**config.mk**
```make
export PLATFORM = sky130hd
export DESIGN_NAME = dma_irq_status
export DESIGN_NICKNAME = d
export VERILOG_FILES = /design/src/rtl/dma_irq_pkg.sv /design/src/rtl/dma_irq_ctrl.sv /design/src/rtl/dma_irq_dpath.sv /design/src/rtl/dma_irq_status.sv
export SDC_FILE = /design/constraint.sdc
export NUM_CORES = 1
export LEC_CHECK = 0
export BUFFER_PORTS_ARGS = -buffer_cell sky130_fd_sc_hd__buf_2
export CELL_PAD_IN_SITES_DETAIL_PLACEMENT = 1
export CELL_PAD_IN_SITES_GLOBAL_PLACEMENT = 2
export CORE_MARGIN = 3
export CORE_UTILIZATION = 21
export DETAILED_ROUTE_END_ITERATION = 8
export PLACE_DENSITY_LB_ADDON = 0.1
export SKIP_LAST_GASP = 1
export SYNTH_ARGS = -nofsm -noshare
export SYNTH_HDL_FRONTEND = slang
export SYNTH_SLANG_ARGS = --single-unit
```
**constraint.sdc**
```tcl
create_clock -name clk -period 1.4 [get_ports clk]
set_input_delay 0.28 -clock clk [delete_from_list [all_inputs] [get_ports clk]]
set_output_delay 0.28 -clock clk [all_outputs]
set_load 0.01 [all_outputs]
```
**src/rtl/dma_irq_pkg.sv**
```systemverilog
package dma_irq_pkg;

  localparam int STAT_W = 17;

  // status bit positions
  localparam int B_TX_DONE      = 0;
  localparam int B_TX_STOP      = 1;
  localparam int B_TX_NOBUF     = 2;
  localparam int B_JABBER       = 3;
  localparam int B_RX_OVF       = 4;
  localparam int B_TX_UNF       = 5;
  localparam int B_RX_DONE      = 6;
  localparam int B_RX_NOBUF     = 7;
  localparam int B_RX_STOP      = 8;
  localparam int B_RX_WDOG      = 9;
  localparam int B_EARLY_TX     = 10;
  localparam int B_BUS_ERR      = 13;
  localparam int B_EARLY_RX     = 14;
  localparam int B_ABN_SUM      = 15;
  localparam int B_NRM_SUM      = 16;

  localparam logic [STAT_W-1:0] NORMAL_SRC   = STAT_W'((1 << B_TX_DONE) | (1 << B_TX_NOBUF)
                                                     | (1 << B_RX_DONE) | (1 << B_EARLY_RX));
  localparam logic [STAT_W-1:0] ABNORMAL_SRC = STAT_W'((1 << B_TX_STOP) | (1 << B_JABBER)
                                                     | (1 << B_RX_OVF)  | (1 << B_TX_UNF)
                                                     | (1 << B_RX_NOBUF) | (1 << B_RX_STOP)
                                                     | (1 << B_RX_WDOG) | (1 << B_EARLY_TX)
                                                     | (1 << B_BUS_ERR));
  localparam logic [STAT_W-1:0] SUMMARY_BITS = STAT_W'((1 << B_ABN_SUM) | (1 << B_NRM_SUM));
  localparam logic [STAT_W-1:0] IMPL_BITS    = NORMAL_SRC | ABNORMAL_SRC | SUMMARY_BITS;

  // strobes from control to datapath
  typedef struct packed {
    logic [STAT_W-1:0] setEv;
    logic [STAT_W-1:0] clrMask;
    logic              enWr;
    logic [STAT_W-1:0] enData;
    logic              txHaltSet;
    logic              rxHaltSet;
    logic              wipeEarlyRx;
  } strobe_t;

endpackage

```
**src/rtl/dma_irq_ctrl.sv**
```systemverilog
module dma_irq_ctrl
  import dma_irq_pkg::*;
#(
  parameter int ADDR_W      = 2,
  parameter int DATA_W      = 32,
  parameter int LEN_W       = 16,
  parameter int MAX_FRAME   = 2048,
  parameter int STATUS_ADDR = 0,
  parameter int ENABLE_ADDR = 1
) (
  input  logic              wrEn,
  input  logic [ADDR_W-1:0] wrAddr,
  input  logic [DATA_W-1:0] wrData,
  input  logic              evTxDone,
  input  logic              evTxStopped,
  input  logic              evTxBufUnavail,
  input  logic              evJabber,
  input  logic              evRxOverflow,
  input  logic              evTxUnderflow,
  input  logic              evRxDone,
  input  logic              evRxDescHost,
  input  logic              rxPrevDmaOwned,
  input  logic              evRxStopped,
  input  logic              evRxFrameEnd,
  input  logic [LEN_W-1:0]  rxFrameLen,
  input  logic              evEarlyTx,
  input  logic              evEarlyRx,
  input  logic              evBusErrTx,
  input  logic              evBusErrRx,
  output strobe_t           stb
);

  localparam logic [LEN_W-1:0] LEN_LIMIT = LEN_W'(MAX_FRAME);

  logic statSel;
  logic enSel;
  logic frameTooLong;
  logic noBufQualified;
  logic [DATA_W-STAT_W-1:0] unusedWrHigh;

  assign statSel        = wrEn && (wrAddr == ADDR_W'(STATUS_ADDR));
  assign enSel          = wrEn && (wrAddr == ADDR_W'(ENABLE_ADDR));
  assign frameTooLong   = evRxFrameEnd && (rxFrameLen > LEN_LIMIT);
  assign noBufQualified = evRxDescHost && rxPrevDmaOwned;
  assign unusedWrHigh   = wrData[DATA_W-1:STAT_W];

  always_comb begin
    stb = '0;
    stb.setEv[B_TX_DONE]  = evTxDone;
    stb.setEv[B_TX_STOP]  = evTxStopped;
    stb.setEv[B_TX_NOBUF] = evTxBufUnavail;
    stb.setEv[B_JABBER]   = evJabber;
    stb.setEv[B_RX_OVF]   = evRxOverflow;
    stb.setEv[B_TX_UNF]   = evTxUnderflow;
    stb.setEv[B_RX_DONE]  = evRxDone;
    stb.setEv[B_RX_NOBUF] = noBufQualified;
    stb.setEv[B_RX_STOP]  = evRxStopped;
    stb.setEv[B_RX_WDOG]  = frameTooLong;
    stb.setEv[B_EARLY_TX] = evEarlyTx;
    stb.setEv[B_BUS_ERR]  = evBusErrTx | evBusErrRx;
    stb.setEv[B_EARLY_RX] = evEarlyRx;
    stb.clrMask           = statSel ? (wrData[STAT_W-1:0] & IMPL_BITS) : '0;
    stb.enWr              = enSel;
    stb.enData            = wrData[STAT_W-1:0] & IMPL_BITS;
    stb.txHaltSet         = evBusErrTx;
    stb.rxHaltSet         = evBusErrRx;
    stb.wipeEarlyRx       = evRxDone;
  end

endmodule

```
**src/rtl/dma_irq_dpath.sv**
```systemverilog
module dma_irq_dpath
  import dma_irq_pkg::*;
#(
  parameter int ADDR_W      = 2,
  parameter int DATA_W      = 32,
  parameter int STATUS_ADDR = 0,
  parameter int ENABLE_ADDR = 1
) (
  input  logic              clk,
  input  logic              rstN,
  input  strobe_t           stb,
  input  logic [ADDR_W-1:0] rdAddr,
  output logic [DATA_W-1:0] rdData,
  output logic [STAT_W-1:0] statusQ,
  output logic [STAT_W-1:0] enableQ,
  output logic              txHaltQ,
  output logic              rxHaltQ
);

  logic [STAT_W-1:0] statNext;
  logic [STAT_W-1:0] liveSrc;

  assign liveSrc = statusQ & enableQ;

  for (genvar i = 0; i < STAT_W; i++) begin : g_bit
    if (!IMPL_BITS[i]) begin : g_rsvd
      assign statNext[i] = 1'b0;
    end else if (SUMMARY_BITS[i]) begin : g_sum
      localparam logic [STAT_W-1:0] SRC = (i == B_NRM_SUM) ? NORMAL_SRC : ABNORMAL_SRC;
      assign statNext[i] = (|(liveSrc & SRC)) | (statusQ[i] & ~stb.clrMask[i]);
    end else if (i == B_EARLY_RX) begin : g_early
      assign statNext[i] = ~stb.wipeEarlyRx
                         & (stb.setEv[i] | (statusQ[i] & ~stb.clrMask[i]));
    end else begin : g_plain
      assign statNext[i] = stb.setEv[i] | (statusQ[i] & ~stb.clrMask[i]);
    end
  end

  always_ff @(posedge clk) begin
    if (!rstN) begin
      statusQ <= '0;
      enableQ <= '0;
      txHaltQ <= 1'b0;
      rxHaltQ <= 1'b0;
    end else begin
      statusQ <= statNext;
      if (stb.enWr) enableQ <= stb.enData;
      if (stb.txHaltSet)                 txHaltQ <= 1'b1;
      else if (stb.clrMask[B_BUS_ERR])   txHaltQ <= 1'b0;
      if (stb.rxHaltSet)                 rxHaltQ <= 1'b1;
      else if (stb.clrMask[B_BUS_ERR])   rxHaltQ <= 1'b0;
    end
  end

  always_comb begin
    rdData = '0;
    if (rdAddr == ADDR_W'(STATUS_ADDR))      rdData[STAT_W-1:0] = statusQ;
    else if (rdAddr == ADDR_W'(ENABLE_ADDR)) rdData[STAT_W-1:0] = enableQ;
  end

endmodule

```
**src/rtl/dma_irq_status.sv**
```systemverilog
module dma_irq_status
  import dma_irq_pkg::*;
#(
  parameter int ADDR_W      = 2,
  parameter int DATA_W      = 32,
  parameter int LEN_W       = 16,
  parameter int MAX_FRAME   = 2048,
  parameter int STATUS_ADDR = 0,
  parameter int ENABLE_ADDR = 1
) (
  input  logic              clk,
  input  logic              rstN,
  input  logic              wrEn,
  input  logic [ADDR_W-1:0] wrAddr,
  input  logic [DATA_W-1:0] wrData,
  input  logic [ADDR_W-1:0] rdAddr,
  output logic [DATA_W-1:0] rdData,
  input  logic              evTxDone,
  input  logic              evTxStopped,
  input  logic              evTxBufUnavail,
  input  logic              evJabber,
  input  logic              evRxOverflow,
  input  logic              evTxUnderflow,
  input  logic              evRxDone,
  input  logic              evRxDescHost,
  input  logic              rxPrevDmaOwned,
  input  logic              evRxStopped,
  input  logic              evRxFrameEnd,
  input  logic [LEN_W-1:0]  rxFrameLen,
  input  logic              evEarlyTx,
  input  logic              evEarlyRx,
  input  logic              evBusErrTx,
  input  logic              evBusErrRx,
  output logic              irq,
  output logic              txHalt,
  output logic              rxHalt
);

  strobe_t           stb;
  logic [STAT_W-1:0] statusQ;
  logic [STAT_W-1:0] enableQ;

  dma_irq_ctrl #(
    .ADDR_W(ADDR_W), .DATA_W(DATA_W), .LEN_W(LEN_W), .MAX_FRAME(MAX_FRAME),
    .STATUS_ADDR(STATUS_ADDR), .ENABLE_ADDR(ENABLE_ADDR)
  ) u_ctrl (
    .wrEn(wrEn), .wrAddr(wrAddr), .wrData(wrData),
    .evTxDone(evTxDone), .evTxStopped(evTxStopped), .evTxBufUnavail(evTxBufUnavail),
    .evJabber(evJabber), .evRxOverflow(evRxOverflow), .evTxUnderflow(evTxUnderflow),
    .evRxDone(evRxDone), .evRxDescHost(evRxDescHost), .rxPrevDmaOwned(rxPrevDmaOwned),
    .evRxStopped(evRxStopped), .evRxFrameEnd(evRxFrameEnd), .rxFrameLen(rxFrameLen),
    .evEarlyTx(evEarlyTx), .evEarlyRx(evEarlyRx),
    .evBusErrTx(evBusErrTx), .evBusErrRx(evBusErrRx),
    .stb(stb)
  );

  dma_irq_dpath #(
    .ADDR_W(ADDR_W), .DATA_W(DATA_W),
    .STATUS_ADDR(STATUS_ADDR), .ENABLE_ADDR(ENABLE_ADDR)
  ) u_dpath (
    .clk(clk), .rstN(rstN), .stb(stb),
    .rdAddr(rdAddr), .rdData(rdData),
    .statusQ(statusQ), .enableQ(enableQ),
    .txHaltQ(txHalt), .rxHaltQ(rxHalt)
  );

  assign irq = (statusQ[B_NRM_SUM] & enableQ[B_NRM_SUM])
             | (statusQ[B_ABN_SUM] & enableQ[B_ABN_SUM]);

endmodule

```
---- Word level (Yosys, flattened, before mapping) ----
Cells that the tools add are included.
word-level totals
  bits in registers ....................... 34
  bits in latches ......................... 0
  memory bits (writable) .................. 0
  ROM bits ................................ 0
  input bits .............................. 70
  output and inout port bits .............. 35
  word-level logic and storage cells ...... 76
  memories kept ........................... 0
cells by class
  add/subtract/negate cells ............... 0
  multipliers ............................. 0
  div/mod/pow operators ................... 0
  $lt $le $gt $ge ......................... 1
  equal/unequal tests ..................... 2
  shifts and indexed selects .............. 0
  multiplexer cells ....................... 6
  bitwise gates (word level) .............. 52
  reductions and logical operators ........ 10
operators by type and width
  cell                                                   number
  two-way mux 17 bit                                     3
  AND 1 bit                                              18
  bitwise OR 1 bit                                       17
  > comparator 16 x 12 -> 1 bit (second input constant)  1
  NOT 1 bit                                              16
  AND 15 bit                                             1
  OR reduction 9 bit                                     1
  == test 2 x 1 -> 1 bit (second input constant)         2
  logical AND 1 bit                                      4
  logical NOT 2 bit                                      2
  nonzero test 2 bit                                     2
  OR reduction 4 bit                                     1
  two-way mux 1 bit                                      3

---- Depth between registers and ports, before layout ----
Gate-level depths: netlist of run 1.
  word-level depth ........................ 7
  depth in mapped cells ................... 5
  depth with buffers taken out ............ 4

---- Modules after synthesis ----
A second synthesis of run 1 with hierarchy kept.
second synthesis, totals
  cell total of the unflattened synthesis .. 250
  area, all modules ....................... 2107.0 um2
modules (own cells, without submodules)
  module          instances  cells an instance  area an instance (um2)  sequential area each (um2)
  dma_irq_dpath   1          182                1617.8                  680.7
  dma_irq_ctrl    1          67                 480.5                   0.0
  dma_irq_status  1          1                  8.8                     0.0

---- Worst setup path before layout of run 1 ----
No wires, ideal clock.
  path kind ............................... input to output
  from .................................... input rdAddr[0]
  to ...................................... output rdData[10]
  arrival time ............................ 0.923 ns
  slack ................................... 0.197 ns
  stages on the path ...................... 4
  buffers on the path ..................... 2
  path through ............................ buf_2 > buf_4 > mux2i_1 > nor2_1
between the ends
  longest elaborated chain between the ends .. 3
ends and longest elaborated chain
  what                    line                  source
  start, declared         dma_irq_status.sv:16  input logic [ADDR_W-1:0] rdAddr,
  == test 2 x 1 -> 1 bit  dma_irq_dpath.sv:58   else if (rdAddr == ADDR_W'(ENABLE_ADDR)) rdData[STAT_W-1:0] = enableQ;
  two-way mux 17 bit      dma_irq_dpath.sv:58
  two-way mux 17 bit (*)  dma_irq_dpath.sv:57   if (rdAddr == ADDR_W'(STATUS_ADDR)) rdData[STAT_W-1:0] = statusQ;
  end, declared           dma_irq_status.sv:17  output logic [DATA_W-1:0] rdData,
Mark *: on every way between the ends. The rest lies on a longest branch, timed or not.

---- Final worst setup path of run 1 ----
  from .................................... register u_dpath.statusQ[9]
  to ...................................... output rdData[9]
between the ends
  longest elaborated chain between the ends .. 1
ends and longest elaborated chain
  what                    line                 source
  start, declared         dma_irq_dpath.sv:14  output logic [STAT_W-1:0] statusQ,
  start signal, assigned  dma_irq_dpath.sv:46  statusQ <= statNext;
  two-way mux 17 bit      dma_irq_dpath.sv:57
Every way passes these cells.

==> metrics, run 1 <==
Max Freq roughly 750 MHz; RR Startpoint u_dpath.enableQ[9]; slowest stage delay, CP around 320 ps; initial antenna violation count 0; ys flop type dfxtp_1; Required @ worst endpoint 1120 ps; Slew Limit Fails 0; layout overhead on the synthesized area 35.1%; n_diodes 0; PwrDens between 900 and 1000 mW/mm^2; fin crit period 1330 ps; total negative slack 0 ps; top post-synthesis cells by area dfxtp_1, nand2_1, mux2i_1; worst reg2reg path depth 4; mean post-synth cell area ~7.9 sq um; clk_lat worst skew 280 ps; global-route wire length before repair 7830 um; worst setup margin 65.3 ps; Worst Skew between 1.5 and 2 ps; reg2reg end u_dpath.statusQ[15]; hold path start evRxDone; Worst-path clk slew 60 ps; Worst EP arrival 1050 ps; register bit total from synthesis 32; root buffer cell clkbuf_8; Worst setup SP type register; post-synth top area share 0.402; TritonRoute pass-1 iters 4; Filler cells ~940; Row Count 31; dpl hpwl about 3700 um; final setup vio count 0; Routed Antenna Nets 0; GRT overflow 0; Tcrit/Tclk final 0.953; routed wire length 4920 um; vias per std cell 4.18; synth warn 0; GRT Util Overall 0.118; nets 346; Max Cap Viol 0; hold slack 204 ps; DRC viols 0; outcome complete, no violations; crit path to rdData[9]; Die X 93.1 um; CP Launch Point u_dpath.statusQ[9]; buffer depth of the longest clock path 2; crit path max fanout 2; Synth cell types 28; CP endpoint kind output port; gp weighted congestion 0.711; Post-synth EDFFs 0; CTS tree done; count leader, synth nand2_1; pre-CTS WS around 47 ps; Mapped Area ~0.0016 sq mm; Die Span Y a little over 90 um; Hold Vio Cnt, Final 0; HP Class primary input to register; fraction of registers with async set/reset 0; RSZ-0062 raised after global routing false; worst vdd ir approximately 0.36 mV; Post-Synthesis Cells about 200; clk sinks 32; worst reg2reg setup slack between 100 and 150 ps; critical path class register to output port; DR WL/cell 13.1 um; PortBufs 70; Slowest-stage cell, CP dfxtp_2; H-tree levels 2; LEAKAGE 0.988 nW; total CTS buffers 5; Via Count roughly 1,600; largest net degree at the start of global routing 33; Cell Chain, Critical Path buf_4 -> mux2i_1 -> nor2_1 -> buf_2; initial core utilization 0.219; sequential fraction of the synthesis area 0.402; total die area between 0.008 and 0.009 sq mm; I/O Pins 105; Commonest cells post-synth nand2_1, dfxtp_1, a21oi_1, nor2_1, buf_4; largest area contributor in the netlist dfxtp_1; number of global-route vias before repair ~1,600; drt initial violations between 40 and 50; CORE AREA about 0.0073 sq mm; layout cells sized above 1 0.325
[power breakdown]
part	total [mW]	leakage [nW]	internal, mW	switching, mW
registers	1.00	0.264	0.961	0.0393
logic	0.338	0.679	0.160	0.178
clock network	0.725	0.0455	0.401	0.325
total	2.06	0.988	1.52	0.542
[layer usage]
metal | track usage | share of wire | vias up
li1 | - | - | 795
met1 | 0.146 | 0.44 | 716
met2 | 0.189 | 0.46 | 56
met3 | 0.0410 | 0.084 | 5
met4 | 0.0403 | 0.013 | 0
met5 | 0 | 0 | -
[layout by cell type (no fill, tap or decap), drive strengths merged, types with 2 or more instances in the layout]
| cell type | Yosys | final |
|---|---|---|
| a31oi | 2 | 2 |
| dfxtp | 32 | 32 |
| inv | 2 | 2 |
| a21oi | 29 | 29 |
| nor3 | 2 | 2 |
| clkbuf | 4 | 8 |
| nor4 | 2 | 2 |
| conb | 1 | 17 |
| mux2i | 15 | 15 |
| buf | 23 | 77 |
| nor2 | 28 | 28 |
| a22oi | 5 | 5 |
| nand2 | 48 | 48 |
[worst max-delay path: cells and delay by family, from the launching register on]
kind,cells,cell delay [ps]
buffers and inverters,2,280
and+or+nand+nor,1,60
muxes,1,120
DFF,1,320
[layout make-up]
cell class	instances	area (sq um)	share of cell area
Tap cell	99	124	0.0575
Clock buffer	8	90.1	0.0418
Timing Repair Buffer	77	465	0.216
Sequential cell	32	642	0.298
Multi-Input combinational cell	158	825	0.383
Inverter	2	7.51	0.00349
[per-stage QoR]
step	area (sq um)	utilization	std cells	power [mW]
2_1_floorplan	1650	-	219	1.22
3_3_place_gp	2060	0.282	368	1.36
3_5_place_dp	2060	0.282	368	1.36
4_1_cts	2150	0.294	376	2.11
5_1_grt	2150	0.295	376	2.21
6_report	2150	0.295	376	2.06
[worst min path at each step]
stage | to | slack [ps] | depth (start not counted)
2_1_floorplan | u_dpath.statusQ[14] | 360 | 1
3_3_place_gp | u_dpath.enableQ[4] | 460 | 2
3_5_place_dp | u_dpath.enableQ[3] | 470 | 2
4_1_cts | u_dpath.statusQ[14] | 190 | 2
5_1_grt | u_dpath.statusQ[14] | 200 | 2
6_report | u_dpath.statusQ[14] | 200 | 2
[flip-flops by register name, indices dropped and copies added (netlist names)]
name / count
u_dpath.enableQ: 15
u_dpath.statusQ: 15
u_dpath.txHaltQ: 1
u_dpath.rxHaltQ: 1
[logic make-up after synthesis]
| group | Yosys count | synth area share |
|---|---|---|
| simple gates | 85 | 0.226 |
| compound gates | 41 | 0.153 |
| flops | 32 | 0.402 |
| buf+inv | 29 | 0.122 |
| mux | 15 | 0.0942 |
| other cells | 1 | 0.00235 |
[timing repair]
| action | CTS | global route |
|---|---|---|
| setup endpoints to repair | 0 | 2 |
| hold endpoints to repair | 0 | 0 |
| gates resized for setup | 0 | 2 |
| hold buffers | 0 | 0 |
| setup buffers | 0 | 0 |
No activity file was read; power rests on OpenSTA's default activity.
==> inputs of run 2 (changes only) <==
Settings changed: BUFFER_PORTS_ARGS -buffer_cell sky130_fd_sc_hd__buf_2 to not set, CORE_UTILIZATION 21 to 31, DONT_BUFFER_PORTS set to 1.
==> run 2 against run 1 <==
Net effect: final cell count is 27% lower; first-iteration DRC count is 45% higher; critical path type unchanged; maximum frequency is 3.6% higher; worst setup slack better by 46 ps; global-route usage is 2.5 points higher; largest power group unchanged; combinational power is 43% lower; sequential share of layout area is 8.1 points higher; highest routed layer unchanged.
==> metrics, run 2 (synthesis gave the netlist of run 1 again) <==
total CTS buffers 5 (unchanged); PwrDens 1150 mW/mm^2 (+19%); gp weighted congestion 0.746 (+4.9%); LEAKAGE 0.667 nW (-33%); Post-CTS Hold Buffers 0 (unchanged); RSZ-0062 raised after global routing false; Worst Skew 1.28 ps (-0.351 ps); TritonRoute pass-1 iters 4 (unchanged); Max Cap Viol 0 (unchanged); CORE AREA 0.00485 sq mm (-34%); Overall Power 1.93 mW (-6.3%); Required @ worst endpoint 1120 ps (about the same); worst reg2reg setup slack 140 ps (about the same); Worst EP arrival 1010 ps (-40 ps); Row Count 25 (-19%); clk sinks 32 (unchanged); root buffer cell clkbuf_8; final setup vio count 0 (unchanged); drt initial violations 61 (+45%); slowest stage delay, CP 340 ps (+20 ps); Max Freq 776 MHz (+3.6%); critical path class register to output port; clk_lat worst skew 280 ps (about the same); RR Startpoint u_dpath.statusQ[9]; worst hold stages 1 (-1); GRT overflow 0 (unchanged); layout overhead on the synthesized area 5.89%; I/O Pins 105 (unchanged); internal power 1.43 mW (-6.1%); Placed Area 0.00160 sq mm (-22%); fin cells 273 (-27%); fin crit period 1290 ps (-45.8 ps); Hold EP u_dpath.statusQ[14]; GRT Util Overall 0.143 (+0.0254); reg2reg end u_dpath.statusQ[15]; CP endpoint kind output port; Via Count 1,350 (-14%); Die X 77.7 um (-17%); buffer depth of the longest clock path 2 (unchanged); Routed Antenna Nets 0 (unchanged); initial antenna violation count 0 (unchanged); Final Core Density 0.348 (+0.0528); hold path start evRxDone; nets 275 (-21%); global-route wire length before repair 6860 um (-12%); NetSw 0.504 mW (-7.0%); Net Sw Frac 0.261 (-0.00179); total die area 0.00604 sq mm (-30%); Slowest-stage cell, CP dfxtp_1; post-route cell area 0.00169 sq mm (-22%); HP Class primary input to register; CTS tree done; DRC viols 0 (unchanged); worst setup margin 111 ps (+45.8 ps); pre-CTS WS 61.7 ps (+14.5 ps); crit path max fanout 2 (unchanged); n_diodes 0 (unchanged); Tcrit/Tclk final 0.921 (-0.0327); commonest non-fill, non-tap cells in the layout nand2_1, dfxtp_1, nor2_1, a21oi_1, conb_1; Inst Count DP 265 (-28%); PortBufs 0 (-100%); Largest regs u_dpath.enableQ x15, u_dpath.statusQ x15; layout cells sized above 1 0.0922 (-0.233); outcome complete, no violations; Slew Limit Fails 0 (unchanged); H-tree levels 2 (unchanged); largest net degree at the start of global routing 33 (unchanged); post_cts resized 0 (unchanged); Worst setup SP type register; hold slack 65.1 ps (-139 ps); Hold Vio Cnt, Final 0 (unchanged); number of global-route vias before repair 1,446 (-9.9%); routed wire length 4420 um (-10%); worst reg2reg path depth 4 (unchanged); Worst-path clk slew 70 ps (about the same); Cell Chain, Critical Path buf_4 -> mux2i_1 -> nor2_1; most common cell after layout, fill and taps aside nand2_1; Combinational Power Share 0.099 (-0.065); dpl hpwl 3240 um (-12%); total negative slack 0 ps (unchanged); postcts setup bufs 0 (unchanged); DR WL/cell 16.2 um (+24%); Die Span Y 77.7 um (-17%); initial core utilization 0.329 (+0.110); Reg power frac 0.518 (+0.033); Clk pwr share 0.382 (+0.031); vias per std cell 4.95 (+18%); worst vdd ir 0.439 mV (+24%); CP Launch Point u_dpath.statusQ[9]
[run 2: cell types whose count changed in the layout (fill, tap and decap cells not counted)]
cell      before  now
dfxtp_1       31   32
buf_2         70    0
a221oi_1       0    1
a221oi_2       1    0
clkbuf_1       2    0
dfxtp_2        1    0
clkinv_2       0    2
buf_12         5    0
buf_4          2    6
[run 2: layout make-up]
type | count | area [sq um]
Fill cell | 612 | 3160
Tap cell | 67 | 83.8
Multi-Input combinational cell | 158 | 818
Sequential cell | 32 | 641
Timing Repair Buffer | 6 | 45.0
Clock buffer | 6 | 82.6
Clock inverter | 2 | 10.0
Inverter | 2 | 7.51
[run 2: worst max path at each step]
stage          slack, ps                  end  cells after the start
2_1_floorplan        200           rdData[10]                      4
3_3_place_gp          20  u_dpath.statusQ[15]                      4
3_5_place_dp          60  u_dpath.statusQ[15]                      4
4_1_cts               90  u_dpath.statusQ[15]                      4
5_1_grt               20  u_dpath.statusQ[15]                      4
6_report             110            rdData[9]                      3
[run 2: power by group through the flow]
stage / sequential [mW] / combinational (mW) / clock (mW)
after floorplan: 1.01 / 0.207 / 0
after global placement: 1.02 / 0.189 / 0
after detailed placement: 1.02 / 0.195 / 0
after CTS: 1.00 / 0.195 / 0.767
after global routing: 1.01 / 0.217 / 0.800
final: 1.00 / 0.192 / 0.739
[run 2: per-layer routing]
metal	wire length, um	global-route usage	vias up
li1	-	-	651
met1	1750	0.153	628
met2	2260	0.265	68
met3	379	0.0452	3
met4	35	0.0427	0
met5	0	0	-
[run 2: worst max-delay path, delay by kind of cell (launching register included)]
| kind | cells | cell delay, ps |
|---|---|---|
| buffers and inverters | 1 | 110 |
| flip-flops | 1 | 340 |
| multiplexers | 1 | 50 |
| AND/OR/NAND/NOR | 1 | 220 |
==> inputs of run 3 (changes only) <==
Settings changed: CTS_BUF_LIST set to sky130_fd_sc_hd__clkbuf_16.
==> run 3 against run 2 <==
Net effect: clock-buffer cell count down 1; power rose by 15%; critical path depth stayed put; via count is essentially flat; sequential share of layout area shrank 1.1 points; design area grew 3.1%; core utilization grew 1.1 points; clock power grew 38%; first-iteration DRC count fell by 11%; non-clock buffer count unchanged; combinational power is essentially flat; final cell count did not move; largest cell class unchanged; highest routed layer unchanged.
==> metrics, run 3 (synthesis gave the netlist of run 1 again) <==
outcome complete, no violations; gp weighted congestion 0.746 (unchanged); GRT Util Overall 0.142 (-0.000731); hold slack 79.7 ps (+14.6 ps); Clk pwr share 0.460 (+0.078); Reg power frac 0.453 (-0.065); global-route wire length before repair 6880 um (+0.31%); Required @ worst endpoint 1120 ps (about the same); Largest regs u_dpath.enableQ x15, u_dpath.statusQ x15; GRT overflow 0 (unchanged); RSZ-0062 raised after global routing false; Hold Vio Cnt, Final 0 (unchanged); Die X 77.7 um (unchanged); routed wire length 4390 um (-0.75%); largest net degree at the start of global routing 33 (unchanged); pre-CTS WS 61.7 ps (unchanged); CORE AREA 0.00485 sq mm (unchanged); worst hold stages 1 (unchanged); nets 275 (unchanged); root buffer cell clkbuf_16; final setup vio count 0 (unchanged); H-tree levels 2 (unchanged); clk_lat worst skew 270 ps (about the same); drt initial violations 54 (-11%); PortBufs 0 (unchanged); critical path class register to output port; TritonRoute pass-1 iters 4 (unchanged); vias per std cell 4.94 (about the same); most common cell after layout, fill and taps aside nand2_1; Final Core Density 0.359 (+0.0108); Max Cap Viol 0 (unchanged); Net Sw Frac 0.241 (-0.0201); DRC viols 0 (unchanged); hold path start evRxDone; CP endpoint kind output port; Post-CTS Hold Buffers 0 (unchanged); Filler cells 604 (-1.3%); Overall Power 2.22 mW (+15%); PwrDens 1270 mW/mm^2 (+11%); NetSw 0.534 mW (+5.9%); commonest non-fill, non-tap cells in the layout nand2_1, dfxtp_1, nor2_1, a21oi_1, conb_1; Slew Limit Fails 0 (unchanged); layout cells sized above 1 0.0922 (unchanged); fin cells 273 (unchanged); total negative slack 0 ps (unchanged); worst vdd ir 0.733 mV (+67%); reg2reg end u_dpath.statusQ[15]; Hold EP u_dpath.statusQ[14]; CP Launch Point u_dpath.statusQ[9]; dpl hpwl 3240 um (unchanged); n_diodes 0 (unchanged); Row Count 25 (unchanged); initial antenna violation count 0 (unchanged); post-route cell area 0.00174 sq mm (+3.1%); Inst Count DP 265 (unchanged); crit path max fanout 2 (unchanged); LEAKAGE 0.690 nW (+3.5%); Die Span Y 77.7 um (unchanged); clk sinks 32 (unchanged); buffer depth of the longest clock path 2 (unchanged); Via Count 1,349 (-0.074%); Worst EP arrival 1000 ps (about the same); Tcrit/Tclk final 0.911 (-0.00986); Routed Antenna Nets 0 (unchanged); CTS tree done; internal power 1.68 mW (+18%); HP Class primary input to register; I/O Pins 105 (unchanged); initial core utilization 0.329 (unchanged); Worst setup SP type register; number of global-route vias before repair 1,460 (+0.97%); Placed Area 0.00160 sq mm (unchanged); Combinational Power Share 0.087 (-0.012); RR Startpoint u_dpath.enableQ[9]; layout overhead on the synthesized area 9.18%; worst reg2reg setup slack 140 ps (about the same); total die area 0.00604 sq mm (unchanged); Max Freq 784 MHz (+1.1%); Worst Skew 1.14 ps (-0.143 ps); worst reg2reg path depth 4 (unchanged); total CTS buffers 5 (unchanged); DR WL/cell 16.1 um (-0.75%); fin crit period 1280 ps (-13.8 ps); Worst-path clk slew 50 ps (-20 ps); worst setup margin 125 ps (+13.8 ps)
==> run 3: cell count changes in the layout (fill, tap and decap cells not counted) <==
cell	delta
a221oi_1	-1
a221oi_2	+1
clkbuf_16	+5
clkbuf_8	-6
clkinv_1	+1
==> run 3: worst max-delay path by stage <==
| stage | slack, ps | endpoint | cells after the start |
|---|---|---|---|
| 5_1_grt | 20 | u_dpath.statusQ[15] | 4 |
| 3_5_place_dp | 60 | u_dpath.statusQ[15] | 4 |
| 2_1_floorplan | 200 | rdData[10] | 4 |
| 6_report | 120 | rdData[9] | 3 |
| 4_1_cts | 80 | u_dpath.statusQ[15] | 4 |
| 3_3_place_gp | 20 | u_dpath.statusQ[15] | 4 |
==> run 3: cell type report <==
class	instances	area, sq um	area share
Tap cell	67	83.8	0.0482
Timing Repair Buffer	6	45.0	0.0259
Clock inverter	3	13.8	0.00791
Sequential cell	32	641	0.368
Multi-Input combinational cell	158	825	0.474
Clock buffer	5	125	0.0719
Inverter	2	7.51	0.00431
==> run 3: power by group through the flow <==
stage	combinational, mW	clock, mW	sequential [mW]
6_report	0.194	1.02	1.00
2_1_floorplan	0.207	0	1.01
3_5_place_dp	0.195	0	1.02
3_3_place_gp	0.189	0	1.02
5_1_grt	0.219	1.09	1.01
4_1_cts	0.195	1.05	1.00
==> run 3: worst max-delay path, stage by stage, from the launching register on <==
cell and delay (ps):
dfxtp_1 330, buf_4 110, mux2i_1 50, nor2_1 230
==> run 3: per-layer routing <==
layer	global-route usage	share of wire
met3	0.0464	0.088
met5	0	0
met2	0.264	0.50
met1	0.153	0.41
met4	0.0374	0.0080
==> run 3: repair_timing <==
action	in CTS	in global routing
buffers inserted	0	0
setup endpoints to repair	0	1
resized for setup	0	1
